[config.mk]
export PLATFORM = sky130hd
export DESIGN_NAME = deepsleep_seq
export DESIGN_NICKNAME = d
export VERILOG_FILES = /design/src/rtl/deepsleep_pkg.sv /design/src/rtl/dsq_entry_gate.sv /design/src/rtl/dsq_wake_pick.sv /design/src/rtl/dsq_wake_timer.sv /design/src/rtl/deepsleep_seq.sv
export SDC_FILE = /design/constraint.sdc
export NUM_CORES = 1
export LEC_CHECK = 0
export BUFFER_PORTS_ARGS = -buffer_cell sky130_fd_sc_hd__buf_4
export CORE_ASPECT_RATIO = 1.25
export CORE_UTILIZATION = 45
export DETAILED_ROUTE_END_ITERATION = 16
export PLACE_DENSITY = 0.79
export REMOVE_ABC_BUFFERS = 1
export SLEW_MARGIN = 20
export SYNTH_ARGS = -nofsm -noshare
export SYNTH_HDL_FRONTEND = slang
export SYNTH_SLANG_ARGS = --single-unit
[constraint.sdc]
create_clock -name clk -period 2.45 [get_ports clk]
set_clock_uncertainty 0.15 [all_clocks]
set_input_delay 0.3675 -clock clk [delete_from_list [all_inputs] [get_ports clk]]
set_output_delay 0.3675 -clock clk [all_outputs]
set_load 0.01 [all_outputs]
[src/rtl/deepsleep_pkg.sv]
package deepsleep_pkg;
  typedef enum logic [1:0] {ST_RUN, ST_STOP, ST_WARM} seq_state_t;
  typedef enum logic {ENT_IRQ, ENT_EVT} entry_kind_t;
  localparam logic [2:0] MODE_STOP1 = 3'b001;
  localparam logic [2:0] MODE_STOP2 = 3'b010;
endpackage

[src/rtl/dsq_entry_gate.sv]
module dsq_entry_gate
  import deepsleep_pkg::*;
#(
  parameter int NL = 8
) (
  input  logic          wfi_i,
  input  logic          wfe_i,
  input  logic          eret_i,
  input  logic          deep_en_i,
  input  logic          exit_sleep_en_i,
  input  logic [2:0]    mode_sel_i,
  input  logic          periph_wake_i,
  input  logic [NL-1:0] line_pend_i,
  output logic          strobe_o,
  output logic          accept_o,
  output entry_kind_t   kind_o
);
  logic qualify, mode_ok, quiet;

  assign strobe_o = wfi_i | wfe_i | eret_i;
  assign qualify  = deep_en_i & (wfi_i | wfe_i | (eret_i & exit_sleep_en_i));
  assign mode_ok  = (mode_sel_i == MODE_STOP1) || (mode_sel_i == MODE_STOP2);
  assign quiet    = ~(|line_pend_i) & ~periph_wake_i;
  assign accept_o = qualify & mode_ok & quiet;

  // wait-for-interrupt wins a tie; wait-for-event next; handler return is interrupt-like
  always_comb begin
    if (wfi_i)      kind_o = ENT_IRQ;
    else if (wfe_i) kind_o = ENT_EVT;
    else            kind_o = ENT_IRQ;
  end
endmodule

[src/rtl/dsq_wake_pick.sv]
module dsq_wake_pick
  import deepsleep_pkg::*;
#(
  parameter int NL = 8,
  localparam int IW = (NL > 1) ? $clog2(NL) : 1
) (
  input  entry_kind_t   kind_i,
  input  logic          sev_i,
  input  logic [NL-1:0] pend_i,
  input  logic [NL-1:0] irq_mask_i,
  input  logic [NL-1:0] evt_mask_i,
  input  logic [NL-1:0] irq_en_i,
  output logic          hit_o,
  output logic [IW-1:0] idx_o
);
  logic [NL-1:0] elig;

  for (genvar g = 0; g < NL; g++) begin : g_line
    always_comb begin
      if (kind_i == ENT_IRQ) elig[g] = pend_i[g] & irq_mask_i[g] & irq_en_i[g];
      else if (sev_i)        elig[g] = pend_i[g] & irq_mask_i[g];
      else                   elig[g] = pend_i[g] & evt_mask_i[g];
    end
  end

  assign hit_o = |elig;

  always_comb begin
    idx_o = '0;
    for (int i = NL - 1; i >= 0; i--) begin
      if (elig[i]) idx_o = IW'(i);
    end
  end
endmodule

[src/rtl/dsq_wake_timer.sv]
module dsq_wake_timer #(
  parameter int LW = 8,
  localparam int CW = LW + 1
) (
  input  logic          clk,
  input  logic          rst_n,
  input  logic          load_i,
  input  logic [LW-1:0] osc_lat_i,
  input  logic [LW-1:0] reg_lat_i,
  input  logic [LW-1:0] flash_lat_i,
  output logic          zero_total_o,
  output logic          last_o
);
  logic [CW-1:0] total, cnt_q;
  logic [LW-1:0] slow;

  assign slow         = (osc_lat_i > reg_lat_i) ? osc_lat_i : reg_lat_i;
  assign total        = {1'b0, slow} + {1'b0, flash_lat_i};
  assign zero_total_o = (total == '0);
  assign last_o       = (cnt_q == CW'(1));

  always_ff @(posedge clk or negedge rst_n) begin
    if (!rst_n)            cnt_q <= '0;
    else if (load_i)       cnt_q <= total;
    else if (cnt_q != '0)  cnt_q <= cnt_q - CW'(1);
  end
endmodule

[src/rtl/deepsleep_seq.sv]
module deepsleep_seq
  import deepsleep_pkg::*;
#(
  parameter int NL = 8,
  parameter int LW = 8,
  localparam int IW = (NL > 1) ? $clog2(NL) : 1
) (
  input  logic          clk,
  input  logic          rst_n,
  input  logic          wfi_i,
  input  logic          wfe_i,
  input  logic          eret_i,
  input  logic          deep_en_i,
  input  logic          exit_sleep_en_i,
  input  logic [2:0]    mode_sel_i,
  input  logic          sev_pend_en_i,
  input  logic          bank3_keep_i,
  input  logic          periph_wake_i,
  input  logic [NL-1:0] line_pend_i,
  input  logic [NL-1:0] line_irq_mask_i,
  input  logic [NL-1:0] line_evt_mask_i,
  input  logic [NL-1:0] irq_en_i,
  input  logic [LW-1:0] osc_lat_i,
  input  logic [LW-1:0] reg_lat_i,
  input  logic [LW-1:0] flash_lat_i,
  output logic          core_run_o,
  output logic          clk_en_o,
  output logic          pll_en_o,
  output logic          osc_en_o,
  output logic          reg_lp_o,
  output logic          bank3_ret_o,
  output logic [IW-1:0] wake_cause_o,
  output logic          wake_valid_o
);
  seq_state_t  state_q;
  entry_kind_t kind_q, kind_new;
  logic        sev_q, deep2_q, keep_q;
  logic        strobe, accept, hit, zero_total, last;
  logic [IW-1:0] idx, cause_q;
  logic        valid_q, load;

  dsq_entry_gate #(.NL(NL)) u_gate (
    .wfi_i(wfi_i), .wfe_i(wfe_i), .eret_i(eret_i),
    .deep_en_i(deep_en_i), .exit_sleep_en_i(exit_sleep_en_i),
    .mode_sel_i(mode_sel_i), .periph_wake_i(periph_wake_i),
    .line_pend_i(line_pend_i),
    .strobe_o(strobe), .accept_o(accept), .kind_o(kind_new)
  );

  dsq_wake_pick #(.NL(NL)) u_pick (
    .kind_i(kind_q), .sev_i(sev_q), .pend_i(line_pend_i),
    .irq_mask_i(line_irq_mask_i), .evt_mask_i(line_evt_mask_i),
    .irq_en_i(irq_en_i), .hit_o(hit), .idx_o(idx)
  );

  assign load = (state_q == ST_STOP) && hit;

  dsq_wake_timer #(.LW(LW)) u_timer (
    .clk(clk), .rst_n(rst_n), .load_i(load),
    .osc_lat_i(osc_lat_i), .reg_lat_i(reg_lat_i), .flash_lat_i(flash_lat_i),
    .zero_total_o(zero_total), .last_o(last)
  );

  always_ff @(posedge clk or negedge rst_n) begin
    if (!rst_n) begin
      state_q <= ST_RUN;
      kind_q  <= ENT_IRQ;
      sev_q   <= 1'b0;
      deep2_q <= 1'b0;
      keep_q  <= 1'b0;
      cause_q <= '0;
      valid_q <= 1'b0;
    end else begin
      case (state_q)
        ST_RUN: begin
          if (strobe) valid_q <= 1'b0;
          if (accept) begin
            state_q <= ST_STOP;
            kind_q  <= kind_new;
            sev_q   <= sev_pend_en_i;
            deep2_q <= (mode_sel_i == MODE_STOP2);
            keep_q  <= bank3_keep_i;
          end
        end
        ST_STOP: begin
          if (hit) begin
            cause_q <= idx;
            valid_q <= 1'b1;
            state_q <= zero_total ? ST_RUN : ST_WARM;
          end
        end
        ST_WARM: begin
          if (last) state_q <= ST_RUN;
        end
        default: state_q <= ST_RUN;
      endcase
    end
  end

  assign core_run_o   = (state_q == ST_RUN);
  assign clk_en_o     = (state_q == ST_RUN);
  assign pll_en_o     = (state_q == ST_RUN);
  assign osc_en_o     = (state_q != ST_STOP);
  assign reg_lp_o     = (state_q == ST_STOP);
  assign bank3_ret_o  = !((state_q == ST_STOP) && deep2_q && !keep_q);
  assign wake_cause_o = cause_q;
  assign wake_valid_o = valid_q;
endmodule

==> impl_metrics.env <==
export IMPL_clk_path_buf_depth=2
export IMPL_ys_seq_area_share_pct=24.5
export IMPL_initial_core_util_pct=47.3
export IMPL_design_portCount=79
export IMPL_post_route_worst_setup_slack_ns=-0.924
export IMPL_timing_fmax_mhz=296
export IMPL_synth_edff_count=0
export IMPL_critical_path_startpoint_type="primary input"
export IMPL_place_port_buffers=78
export IMPL_worst_tran_pin_value_ns=0.555
export IMPL_syn_avg_cell_area_um2=8.62
export IMPL_cts_sink_count=19
export IMPL_critical_path_max_fanout=3
export IMPL_hold_violations=0
export IMPL_clock_tree_from_tritoncts="yes"
export IMPL_worst_endpoint_required_ns=2.45
export IMPL_async_flop_share_pct=100
export IMPL_die_height_um=75.4
export IMPL_tightest_hold_margin_ns=0.181
export IMPL_placedInstanceArea_um2=2860
export IMPL_dieArea_um2=4580
export IMPL_post_route_setup_tns_ns=-5.44
export IMPL_cap_violations=0
export IMPL_ys_seq_elements=19
export IMPL_leakage_nw=1.61
export IMPL_rsz_0062_raised_after_global_routing="yes"
export IMPL_grt_pass1_vias=2115
export IMPL_num_vias=2258
export IMPL_clkTransAtPathRegs_ns=0.08
export IMPL_hold_path_cell_count=2
export IMPL_synthesis_instances=225
export IMPL_design_area_um2=3310
export IMPL_status="finished with violations"
export IMPL_antenna_cells=0
export IMPL_timing_max_transition_violations_final=0
export IMPL_track_usage_pct=26.9
export IMPL_grt_start_max_net_pins=20
export IMPL_part_of_the_cycle_the_worst_path_needs_pct=138
export IMPL_worst_hold_path_type="primary input to flop"
export IMPL_critical_path_max_stage_delay_ns=0.36
export IMPL_totalWireLength_um=7060
export IMPL_floorplan_rows=26
export IMPL_grt_antenna_before_repair=0
export IMPL_share_of_cells_above_drive_strength_1_pct=52.9
export IMPL_area_growth_syn_to_layout_pct=70.5
export IMPL_library_cell_with_the_largest_summed_area_after_synthesis="sky130_fd_sc_hd__dfrtp_1"
export IMPL_ir_worst_vdd_mv=0.304
export IMPL_die_w_um=60.7
export IMPL_critPathArrivalTime_ns=3.38
export IMPL_synthesis_yosys_warnings=0
export IMPL_dr_first_iter_drc_count=95
export IMPL_worst_setup_path_type="primary input to flop"
export IMPL_grt_pass1_wl_um=9030
export IMPL_synth_largest_type_area_fraction_pct=24.5
export IMPL_synthTopCellsByCount="sky130_fd_sc_hd__inv_1 (26), sky130_fd_sc_hd__a21oi_1 (21), sky130_fd_sc_hd__dfrtp_1 (19), sky130_fd_sc_hd__ha_1 (18), sky130_fd_sc_hd__nor2_1 (13)"
export IMPL_ys_top_cells_by_area="sky130_fd_sc_hd__dfrtp_1 (25%), sky130_fd_sc_hd__ha_1 (12%), sky130_fd_sc_hd__mux2_2 (7.0%), sky130_fd_sc_hd__mux2i_1 (5.7%), sky130_fd_sc_hd__a21oi_1 (5.4%)"
export IMPL_detail_route_antenna_nets=0
export IMPL_synth_main_ff_cell="sky130_fd_sc_hd__dfrtp_1"
export IMPL_syn_area_um2=1940
export IMPL_drt_wirelength_per_cell_um=17.4
export IMPL_cts_root_buf="sky130_fd_sc_hd__clkbuf_8"
export IMPL_drt_pre_antenna_iters=4
export IMPL_fin_nets=439
export IMPL_slew_headroom_pct=63.0
export IMPL_cts_htree_levels=1
export IMPL_setup_violations=10
export IMPL_grt_overflow_total=0
export IMPL_timing_critical_path_cells="buf_8 > inv_4 > ha_4 > nor2b_4 > o21ai_2 > a21oi_1 > o21bai_1 > a21oi_2 > buf_6 > buf_6 > mux2_4 > ha_4 > a21o_1 > a221o_1 > nor2_2 > xor2_2 > nor4b_4 > o21ai_1"
export IMPL_post_dp_hpwl_um=4460
export IMPL_number_of_drc_violations_after_detailed_routing=0
export IMPL_gp_congestion=0.852
export IMPL_insertion_delay_ns=0.27
export IMPL_min_period_ns=3.37
export IMPL_r2r_cells=7
export IMPL_vias_per_cell=5.56
export IMPL_floorplan_core_area_um2=4100
export IMPL_cp_end_kind="flop"
export IMPL_cts_buffers_inserted=3
export IMPL_cp_slowest_cell="sky130_fd_sc_hd__a221o_1"
export IMPL_netlist_cell_type_count=41
export IMPL_failed_checks="negative setup slack"
export IMPL_post_synth_top_count_cell="sky130_fd_sc_hd__inv_1"
export IMPL_pwr_density_cell_nw_per_um2=536
==> stage by stage <==
stage	instances	utilization, %	setup slack, ns	total power [mW]
2_1_floorplan	219	-	-1.11	0.936
3_3_place_gp	393	69.8	-1.16	1.26
3_5_place_dp	393	69.8	-1.37	1.29
4_1_cts	405	76.4	-0.847	1.63
5_1_grt	406	80.7	-0.999	1.89
6_report	406	80.7	-0.924	1.77
==> logic make-up (layout without fill, tap and decap cells) <==
family | count (synthesis) | count (layout) | share of synthesized area [%]
flip-flops | 19 | 19 | 24.5
AND/OR/NAND/NOR | 55 | 55 | 16.0
buffers and inverters | 33 | 158 | 7.74
AO/OA/AOI/OAI | 65 | 65 | 21.5
XOR/XNOR | 11 | 11 | 4.96
adder cells (fa/ha/maj) | 19 | 19 | 12.6
multiplexers | 23 | 23 | 12.6
==> worst paths after layout <==
kind / to / start / slack (ns)
min reg2reg: wake_valid_o / wake_valid_o / 0.34
max reg2reg: u_timer.cnt_q[4] / kind_q / -0.05
min: sev_q / sev_pend_en_i / 0.18
max: state_q[1] / reg_lat_i[1] / -0.92
max in group asynchronous: wake_cause_o[0] / rst_n / 1.58
min in group asynchronous: u_timer.cnt_q[0] / rst_n / 0.35
==> state kept, by name (all words and copies together) (netlist names) <==
signal         cells
wake_valid_o       1
kind_q             1
wake_cause_o       3
state_q            2
deep2_q            1
u_timer.cnt_q      9
keep_q             1
sev_q              1
==> critical path: cells and delay by family <==
family	cells	cell delay, ns
fa+ha+maj	2	0.44
compound gates	7	1.13
mux	1	0.30
buf+inv	4	0.36
xor+xnor	1	0.21
simple gates	3	0.57
==> report_power, final <==
part / switching, mW / internal (mW)
Combinational: 0.479 / 0.568
Clock: 0.113 / 0.115
Sequential: 0.0883 / 0.411
Total: 0.681 / 1.09
==> what timing repair did <==
item	4_1_cts	5_1_grt
hold endpoints to repair	19	0
endpoints found under the setup margin	10	13
pin swaps	22	23
hold buffers	1	0
buffers inserted	7	4
resized for setup	34	32
==> per-layer routing <==
layer | vias to the layer above | global-route usage, % | share of wire (%)
li1 | 1069 | - | -
met1 | 1040 | 24.2 | 31
met2 | 114 | 55.8 | 56
met3 | 35 | 3.57 | 6.7
met4 | 0 | 14.1 | 5.8
met5 | - | 0 | 0
==> layout make-up <==
type | count | area (um2)
multi-input combinational | 173 | 1610
timing repair buffer | 127 | 1000
fill | 269 | 791
sequential | 19 | 475
inverter | 27 | 106
tap | 56 | 70.1
clock buffer | 3 | 41.3
clock inverter | 1 | 7.51
==> cells in the final DEF, fill, tap and decap left out, drive strengths merged, types with 2 or more instances in the layout <==
cell type and n:
nand2 6, nand3 6, xor2 3, nor2 13, buf 126, o21ai 12, and3 2, dfrtp 19
inv 27, mux2 12, nand3b 2, clkbuf 3, mux2i 11, nand2b 3, xnor2 8, or4 2
ha 18, a211oi 11, nor3 7, a21o 2, a21oi 23, nor4 5, o31ai 5, o21bai 4
or3 3, a211o 3
Note: power is estimated with default switching activity, not from simulation.
